[config.mk]
export PLATFORM = sky130hd
export DESIGN_NAME = strobe5_drv
export DESIGN_NICKNAME = d
export VERILOG_FILES = /design/src/rtl/strobe5_drv.sv
export SDC_FILE = /design/constraint.sdc
export NUM_CORES = 1
export LEC_CHECK = 0
export BUFFER_PORTS_ARGS = -buffer_cell sky130_fd_sc_hd__buf_2
export CAP_MARGIN = 20
export CORE_AREA = 2 2 39 41
export DETAILED_ROUTE_END_ITERATION = 16
export DIE_AREA = 0 0 41 43
export PLACE_DENSITY = 0.31
export SYNTH_ARGS = -nofsm -noshare
export SYNTH_HDL_FRONTEND = slang
export SYNTH_SLANG_ARGS = --single-unit
export TNS_END_PERCENT = 100
[constraint.sdc]
create_clock -name clk -period 2.4 [get_ports clk]
set_input_delay 0.72 -clock clk [delete_from_list [all_inputs] [get_ports clk]]
set_output_delay 0.72 -clock clk [all_outputs]
set_load 0.005 [all_outputs]
[src/rtl/strobe5_drv.sv]
module strobe5_drv #(
  parameter logic RESET_LEVEL = 1'b1
) (
  input  logic       clk,
  input  logic       rst_n,
  input  logic [1:0] owner_i,
  input  logic       first_i,
  input  logic       sel_i,
  input  logic       lvl_i,
  input  logic [1:0] ucode_i,
  output logic       phase_o,
  output logic       line_a_o,
  output logic       line_b_o
);

  logic ph_q, a_q, b_q;
  logic eng_a, eng_b, act, val, to_a, to_b;

  assign eng_a = (owner_i == 2'b01);
  assign eng_b = (owner_i == 2'b10);
  assign act   = (eng_a | eng_b) & ~(ph_q & first_i);
  assign val   = ph_q ? ucode_i[1] : (first_i ? lvl_i : ucode_i[0]);
  assign to_a  = act & (eng_a | (eng_b & sel_i));
  assign to_b  = act & eng_b & ~sel_i;

  always_ff @(posedge clk) begin
    if (!rst_n) begin
      ph_q <= 1'b0;
      a_q  <= RESET_LEVEL;
      b_q  <= RESET_LEVEL;
    end else begin
      ph_q <= ~ph_q;
      if (to_a) a_q <= val;
      if (to_b) b_q <= val;
    end
  end

  assign phase_o  = ph_q;
  assign line_a_o = a_q;
  assign line_b_o = b_q;

endmodule

Yosys cells after proc, flatten, opt, wreduce, memory -nomap -nowiden
Cells that the tools add are included.

operators by class
  multiplexer cells = 2
  equality and inequality tests = 2
  bitwise gates (word level) = 11

operators with widths
  cell                                                  number
  bitwise AND 1 bit                                     6
  inverter 1 bit                                        3
  equality test 2 x 1 -> 1 bit (second input constant)  1
  equality test 2 bit (second input constant)           1
  two-way mux 1 bit                                     2
  bitwise OR 1 bit                                      2

storage, ports and cells
  register bits after elaboration = 3
  input port bits = 9

Depth between registers and ports, before layout
Gate-level depths: netlist (run 1).

  word-level depth = 5
  mapped depth = 5
  mapped depth without buffers = 5

Least setup slack after synthesis (run 1)
OpenSTA, ideal clock, no wires.

  kind = input-to-reg
  from = input owner_i[0]
  to = register a_q, in the netlist line_a_o
  buffers on the path = 0
  stages on the path = 5
  path slack = 0.689 ns
  data required time = 2.305 ns
  arrival time = 1.616 ns
  cell sequence = inv_1 > ha_1 > a21o_1 > or2_0 > o311ai_1

on the way
  cells in the longest elaborated chain, start to end = 4

RTL lines
  what                                                                        line    source
  from (decl)                                                                 6       input logic [1:0] owner_i,
  equality test 2 x 1 -> 1 bit / equality test 2 bit (equally long branches)  19, 20
  bitwise OR 1 bit / bitwise AND 1 bit (equally long branches)                21, 23
  bitwise AND 1 bit / bitwise OR 1 bit (equally long branches)                21, 23
  bitwise AND 1 bit (*)                                                       23      assign to_a = act & (eng_a | (eng_b & sel_i));
  to (signal assigned)                                                        33      if (to_a) a_q <= val;
  to (decl)                                                                   16      logic ph_q, a_q, b_q;

Every way passes the cells marked *; elsewhere a longest branch is shown, timed or not.
A chain may end at the register's enable or synchronous reset.

Final worst setup path (run 1)
Same ends and word-level chain as after synthesis.

==> results of run 1 <==
==> how the worst max path moves through the flow <==
stage | start | endpoint | slack [ns]
after floorplan | owner_i[0] | line_a_o | 0.69
after global placement | owner_i[0] | line_a_o | 0.52
after detailed placement | owner_i[0] | line_a_o | 0.49
after CTS | owner_i[0] | line_a_o | 0.73
after global routing | owner_i[0] | line_a_o | 0.67
final | owner_i[0] | line_a_o | 0.74
==> flip-flops by register name, summed over array words and instances (netlist names) <==
name / flops
phase_o: 1
line_b_o: 1
line_a_o: 1
==> through the flow <==
step / total power, mW / setup slack [ns] / util
after detailed placement: 0.0827 / 0.493 / 0.184
after floorplan: 0.0692 / 0.689 / -
after CTS: 0.173 / 0.726 / 0.203
after global placement: 0.0820 / 0.519 / 0.184
final: 0.169 / 0.737 / 0.203
after global routing: 0.180 / 0.668 / 0.203
==> worst max-delay path: stages <==
cell	delay, ns
sky130_fd_sc_hd__buf_2	0.09
sky130_fd_sc_hd__inv_1	0.04
sky130_fd_sc_hd__ha_1	0.28
sky130_fd_sc_hd__a21o_1	0.18
sky130_fd_sc_hd__or2_0	0.22
sky130_fd_sc_hd__o311ai_1	0.27
==> per-layer routing <==
metal  vias up  share of wire  global-route usage
met1        76           0.39              0.0540
met3         2           0.14              0.0314
met2         9           0.44              0.0844
met5         -              0                   0
li1        100              -                   -
met4         0          0.019              0.0600
==> cell usage in the layout (no fill, tap or decap) <==
cell	count
sky130_fd_sc_hd__o21ai_0	2
sky130_fd_sc_hd__and2b_2	1
sky130_fd_sc_hd__buf_2	11
sky130_fd_sc_hd__clkbuf_1	1
sky130_fd_sc_hd__nand2b_1	1
sky130_fd_sc_hd__clkbuf_4	3
sky130_fd_sc_hd__o311ai_1	2
sky130_fd_sc_hd__a21o_1	1
sky130_fd_sc_hd__dfxtp_1	3
sky130_fd_sc_hd__inv_1	2
sky130_fd_sc_hd__or2_0	2
sky130_fd_sc_hd__ha_1	2
sky130_fd_sc_hd__a211oi_1	1
sky130_fd_sc_hd__a21oi_1	1
sky130_fd_sc_hd__nor2b_1	2
==> cell type report <==
type / count / area [um2] / share of cell area
flip-flops and latches: 3 / 60.1 / 0.213
well taps: 16 / 20.0 / 0.0711
clock buffers: 4 / 26.3 / 0.0933
multi-input cells: 15 / 113 / 0.400
repair buffers: 11 / 55.1 / 0.196
inverters: 2 / 7.51 / 0.0267
==> cells by family after synthesis <==
logic type / count (synthesis)
buf+inv: 2
fa+ha+maj: 2
simple gates: 6
flops: 3
compound gates: 7
==> power by group <==
part | switching, mW | leakage, nW | internal [mW]
Combinational | 0.0115 | 0.0938 | 0.0142
Sequential | 0.00233 | 0.0248 | 0.0534
Clock | 0.0253 | 0.0150 | 0.0622
==> results.txt, run 1 <==
The portion of synthesized area spent on multiplexers is 0. The final hold violation count was 0. Setup repair after global routing left no endpoint under its margin. The number of max-cap violations is 0. Summed over all instances, the cell type with the most area after synthesis is sky130_fd_sc_hd__dfxtp_1. The worst setup path is captured at a register. The area inside the core boundary came out at 1380 um2.

The sum of overflow across all layers after global routing came out at 0. The first-pass GRT wire length is 655 um. The total number of vias is approximately 190. By area, the combinational part of the netlist is dominated by compound AO/OA/AOI/OAI gates. The worst hold slack after final layout is 0.484 ns. The number of flops mapped to enable cells by yosys came out at 0.

The detail route stage leaves a number of antenna-violating nets equal to 0. The level count of the clock H-tree came out at 1. The via density per instance came out at roughly 3.7. The synthesized netlist net count came out at 31. For the worst-skew pair, the clock arrives at the later sink with an insertion delay of around 0.23 ns. In the finished design, the share of the clock period the worst path needs comes to 0.693. The initial antenna violation count is 0. For this run, the top clock speed supported by timing is between 600 and 700 MHz. The tree is rooted in a sky130_fd_sc_hd__clkbuf_4. The synthesis warning total came out at 0. The area fraction of the dominant cell type after synthesis is 0.333. The fraction of the yosys area taken by sequential cells is 0.333.

The number of iterations in the first detailed-routing pass came out at 2. By instance count, the leading cell after synthesis is sky130_fd_sc_hd__dfxtp_1. The final setup violation count came out at 0. The number of instances in the synthesized netlist came out at 20. The setup slack of the worst register-to-register path came out at around 1.3 ns. The global-route usage over all layers came out at 0.0590.

The remaining routing DRC violations came out at 0. The path with the worst hold slack has its endpoint at phase_o. The congestion estimate from routability-driven global placement came to 0.573. The worst-case vdd ir drop is 97.7 uV. The number of buffers inserted during clock tree synthesis is 3. The height of the chip is ~43 um.

After floorplanning, the core was divided into 14 placement rows. The power per standard cell area came out at around 600 nW/um2. Counting the fill cells in the layout gives 172. The maximum root-to-sink buffer count is 2. The maximum fanout encountered on the critical timing path is 4.

The clock sink count came out at 3. The initial utilization of the core area, before any placement, comes to 0.130. With fillers left out, the area of the finished cells amounts to around 280 um2. The cell area that synthesis handed to floorplanning was about 180 um2. The post-CTS setup buffer count is 0. The leakage power figure is 0.134 nW. In this run, post-CTS repair resized a total of 0 instances.

The die is a little over 40 um wide. Among all flip-flop cells after synthesis, the most frequent one is sky130_fd_sc_hd__dfxtp_1. The hold buffer count at CTS came out at 0.

The post-CTS clock slew at the launch and capture registers of the worst setup and hold paths is 0.04 ns. The run finished with clean final reports. The final routed wire length divided by cell count came out at between 8 and 9 um. The count of antenna diodes in the layout came out at 0. Of the total synthesized cell area, the portion taken by full adders, half adders and majority gates is 0.139. By area the synthesized netlist is led by sky130_fd_sc_hd__dfxtp_1, sky130_fd_sc_hd__ha_1, sky130_fd_sc_hd__o311ai_1, sky130_fd_sc_hd__nor2b_1, sky130_fd_sc_hd__or2_0. The final layout contains routed wiring with a total length of between 400 and 500 um. In this run the count of I/O pins placed on the die edge is 12. In this run, distinct cell masters in the synthesized netlist total 12. The count of cells along the worst hold path is 1. The critical path is of the in2reg type.

In this run the critical register-to-register path is launched from phase_o. The worst setup path is launched from an input port. The final cell count without fillers came out at 51. Entering global routing, the biggest net connects 6 pins. The measured slew at the worst slew-check pin is ~0.28 ns.

The worst hold path belongs to the class reg2reg. The final-report max-slew violation count was 0. The worst path needs around 1.7 ns of the cycle, external delays included. In this run the most critical hold path is launched from phase_o. The die covers roughly 1800 um2. The via count of the first global-routing pass is 201. The post-synthesis xor/xnor area fraction came out at 0. The number of flip-flops and latches in the synthesized netlist came out at 3. The final net count came out at 47. At the worst endpoint, the arrival time is between 1.5 and 2 ns. For this block, the initial DRC count from the detailed router was 3. After detailed placement, the total cell area comes to ~260 um2. The proportion of register bits with asynchronous set or reset after synthesis is 0. After routing, the total negative slack on setup checks comes to 0 ns. The count of placed standard cells including taps is 47. The simple-gate portion of the synthesized area came out at 0.222.

After synthesis, the mean cell area works out to 9.01 um2. The worst-case headroom to the max-slew limit is 0.810. The cell depth of the worst flop-to-flop path is 3.

Compared with the post-synthesis result, the final layout area differs by 56.2%. The post-synthesis compound-gate area fraction was 0.264. The required arrival time at the worst endpoint is around 2.5 ns. The number of port buffers came out at 11.

The reg-to-reg critical path endpoint is line_a_o. Across the routed clock network, the largest skew measured is ~0.0015 ns. The ratio of cells with drive above 1 in the final layout is 0.429.

TritonCTS built the clock tree.
Note: power is estimated with default switching activity, not from simulation.
==> inputs of run 2 (changes only) <==
clock period = 1.6 ns   (was 2.4 ns; I/O delays follow)
==> run 2 against run 1 <==
Register-to-register slack lost 0.76 ns. Count of clock-buffer cells in the layout unchanged. Combinational power up 72%. Final cell count is 3.9% higher. Clock power increased by 51%. First-iteration DRC count unchanged. Sequential share of layout area down 1.1 points. Worst setup slack got worse by 0.52 ns. Clock skew is 0.00066 ns lower. Routed wire length decreased by 4.0%. Die area is the same. Total power up 53%. Critical endpoint unchanged.
==> results.txt, run 2 (synthesis results as in run 1) <==
The global routing stage identified its most utilized layer as met2. In this run, post-CTS hold repair placed 0 buffers. The tightest min-delay check is of the in2reg type. By startpoint and endpoint, the worst setup path is classified as in2reg. The leakage power figure came out at between 0.1 and 0.15 nW. The sequential fraction of design power came out at 0.321.

0 antenna diodes ended up in the layout. The number of iterations in the first detailed-routing pass came out at 3. The part of the power in combinational logic is 0.170. The final hold violation count is 0. The number of port buffers came out at 11. The remaining routing DRC violations is 0. Summing over every cut layer, the via total after detailed routing is 196. In this run the worst path has a maximum fanout of 3. The commonest non-fill, non-tap cell in the layout is sky130_fd_sc_hd__buf_2. The worst-case headroom to the max-slew limit came out at 0.806. The power per standard cell area came out at around 900 nW/um2. The met3 demand-to-capacity share in global routing came out at 0.0314.

The level count of the clock H-tree is 1. The arrival time at the worst endpoint came out at between 1.5 and 2 ns. The via count of the first global-routing pass was 183. The post-CTS setup buffer count is 0. After the first detailed-routing iteration, the DRC count stood at 3. The number of standard-cell rows in the floorplan is 14. Subtracting the final worst setup slack from the clock period gives 1.38 ns. The initial utilization of the core area, before any placement, comes to 0.130.

The power spent charging and discharging nets came out at 60.0 uW. The required arrival time at the worst endpoint is roughly 1.7 ns. At the pin with the least slew margin, the transition time is slightly below 0.3 ns. The relative contribution of the clock network to total power came out at 0.509. The floorplan step defined a die boundary enclosing 1760 um2. Entering global routing, the biggest net connects 6 pins. The total chip power came out at between 200 and 300 uW. The met2 global-route usage came out at 0.0781. Across the run, the number of max-cap violations was 0. Traced cell by cell, the critical path runs through buf_2 -> inv_1 -> ha_1 -> a21o_1 -> or2_0 -> o311ai_1. The clock sink count is 3.

The cell type of the slowest stage on the worst timing path is sky130_fd_sc_hd__ha_1. The largest stage delay on the critical path came out at about 0.28 ns. Global routing finished with a remaining overflow of 0. The fraction of the cycle the final worst path needs came out at 0.865. The number of buffers inserted during clock tree synthesis came out at 3.

Setup violations remaining at the end of the flow were counted as 0. The final weighted congestion in routability-driven placement came out at ~0.59. The total detailed-routing wirelength is 410 um. The endpoint type of the worst setup path is a register.

The run finished with clean final reports. The half-perimeter wire length after detailed placement is ~370 um. The final routed wire length divided by cell count came out at between 7 and 8 um. On the final layout, the worst clock skew is slightly below 0.0009 ns.

The initial antenna violation count is 0. The worst-case vdd ir drop is 193 uV. For this run, the total global-route usage over all layers was measured as 0.0581.

Derived from the worst setup path, the maximum achievable clock frequency is around 720 MHz. The ratio of cells with drive above 1 in the final layout came out at 0.459. CTS placed an instance of sky130_fd_sc_hd__clkbuf_4 at the clock tree root. The first-pass GRT wire length came out at 655 um. The clock passes through at most 2 buffers. The total I/O pin count is 12. The TritonCTS clock tree is done. The area inside the core boundary is about 1400 um2. The internal cell power is between 150 and 200 uW.

The via density per instance came out at between 3 and 4. The die is approximately 40 um wide. For this run, global-route usage on met1 was measured as 0.0573. The final net count came out at slightly below 50. The area growth from synthesis to layout is 64.6%. From bottom edge to top edge, the die measures 43 um.

The post-cts repair resize count is 0. Once detail routing completed, the nets flagged for antenna violations numbered 0. The clock latency reported for the late side of the worst-skew pair is about 0.23 ns.

Setup repair after global routing left no endpoint under its margin. The aggregate negative setup slack came out at 0 ns. The switching part of the total power came out at 0.231.

The worst setup path is launched from an input port. The post-CTS clock slew at the launch and capture registers of the worst setup and hold paths came out at around 0.04 ns. In the layout the commonest cells are sky130_fd_sc_hd__buf_2, sky130_fd_sc_hd__clkbuf_4, sky130_fd_sc_hd__dfxtp_1. The final-report max-slew violation count came out at 0.
==> run 2: changes by cell type in the layout (fill, tap and decap cells not counted) <==
cell	delta
sky130_fd_sc_hd__buf_4	+2
==> run 2: worst max-delay path, delay by kind of cell <==
family | cells | cell delay (ns)
AOI/OAI and AO/OA | 2 | 0.41
adders and majority gates | 1 | 0.28
buffers and inverters | 2 | 0.13
and+or+nand+nor | 1 | 0.22
==> run 2: metrics by stage <==
stage	cells	utilization	hold slack (ns)	cell area [um2]	worst slack (ns)
global route	53	0.214	0.457	297	0.120
detailed placement	49	0.195	0.478	270	-0.0264
finish	53	0.214	0.451	297	0.216
global placement	49	0.195	0.473	270	-0.00859
CTS	53	0.214	0.444	297	0.214
floorplan	20	-	0.454	180	0.129
==> run 2: path summary, 6_finish.rpt <==
path | slack [ns] | cells after the start | end | startpoint
max | 0.22 | 6 | line_a_o | owner_i[0]
min | 0.45 | 2 | line_a_o | rst_n
max reg2reg | 0.53 | 3 | line_a_o | phase_o
min reg2reg | 0.48 | 1 | phase_o | phase_o
==> run 2: cell type report <==
type	count	area, um2
flip-flops and latches	3	60.1
well taps	16	20.0
clock buffers	4	26.3
repair buffers	13	70.1
inverters	2	7.51
fillers	167	1090
multi-input cells	15	113
==> run 2: per-layer routing <==
metal  share of wire  wire length, um
met1            0.43              176
met2            0.45              186
met3            0.11               47
met4               0                0
met5               0                0
==> run 2: power by group through the flow <==
stage          combinational [mW]  clock, mW  sequential, mW
2_1_floorplan              0.0191          0          0.0846
3_3_place_gp               0.0439          0          0.0846
3_5_place_dp               0.0452          0          0.0844
4_1_cts                    0.0453      0.140          0.0834
5_1_grt                    0.0503      0.148          0.0839
6_report                   0.0441      0.132          0.0832
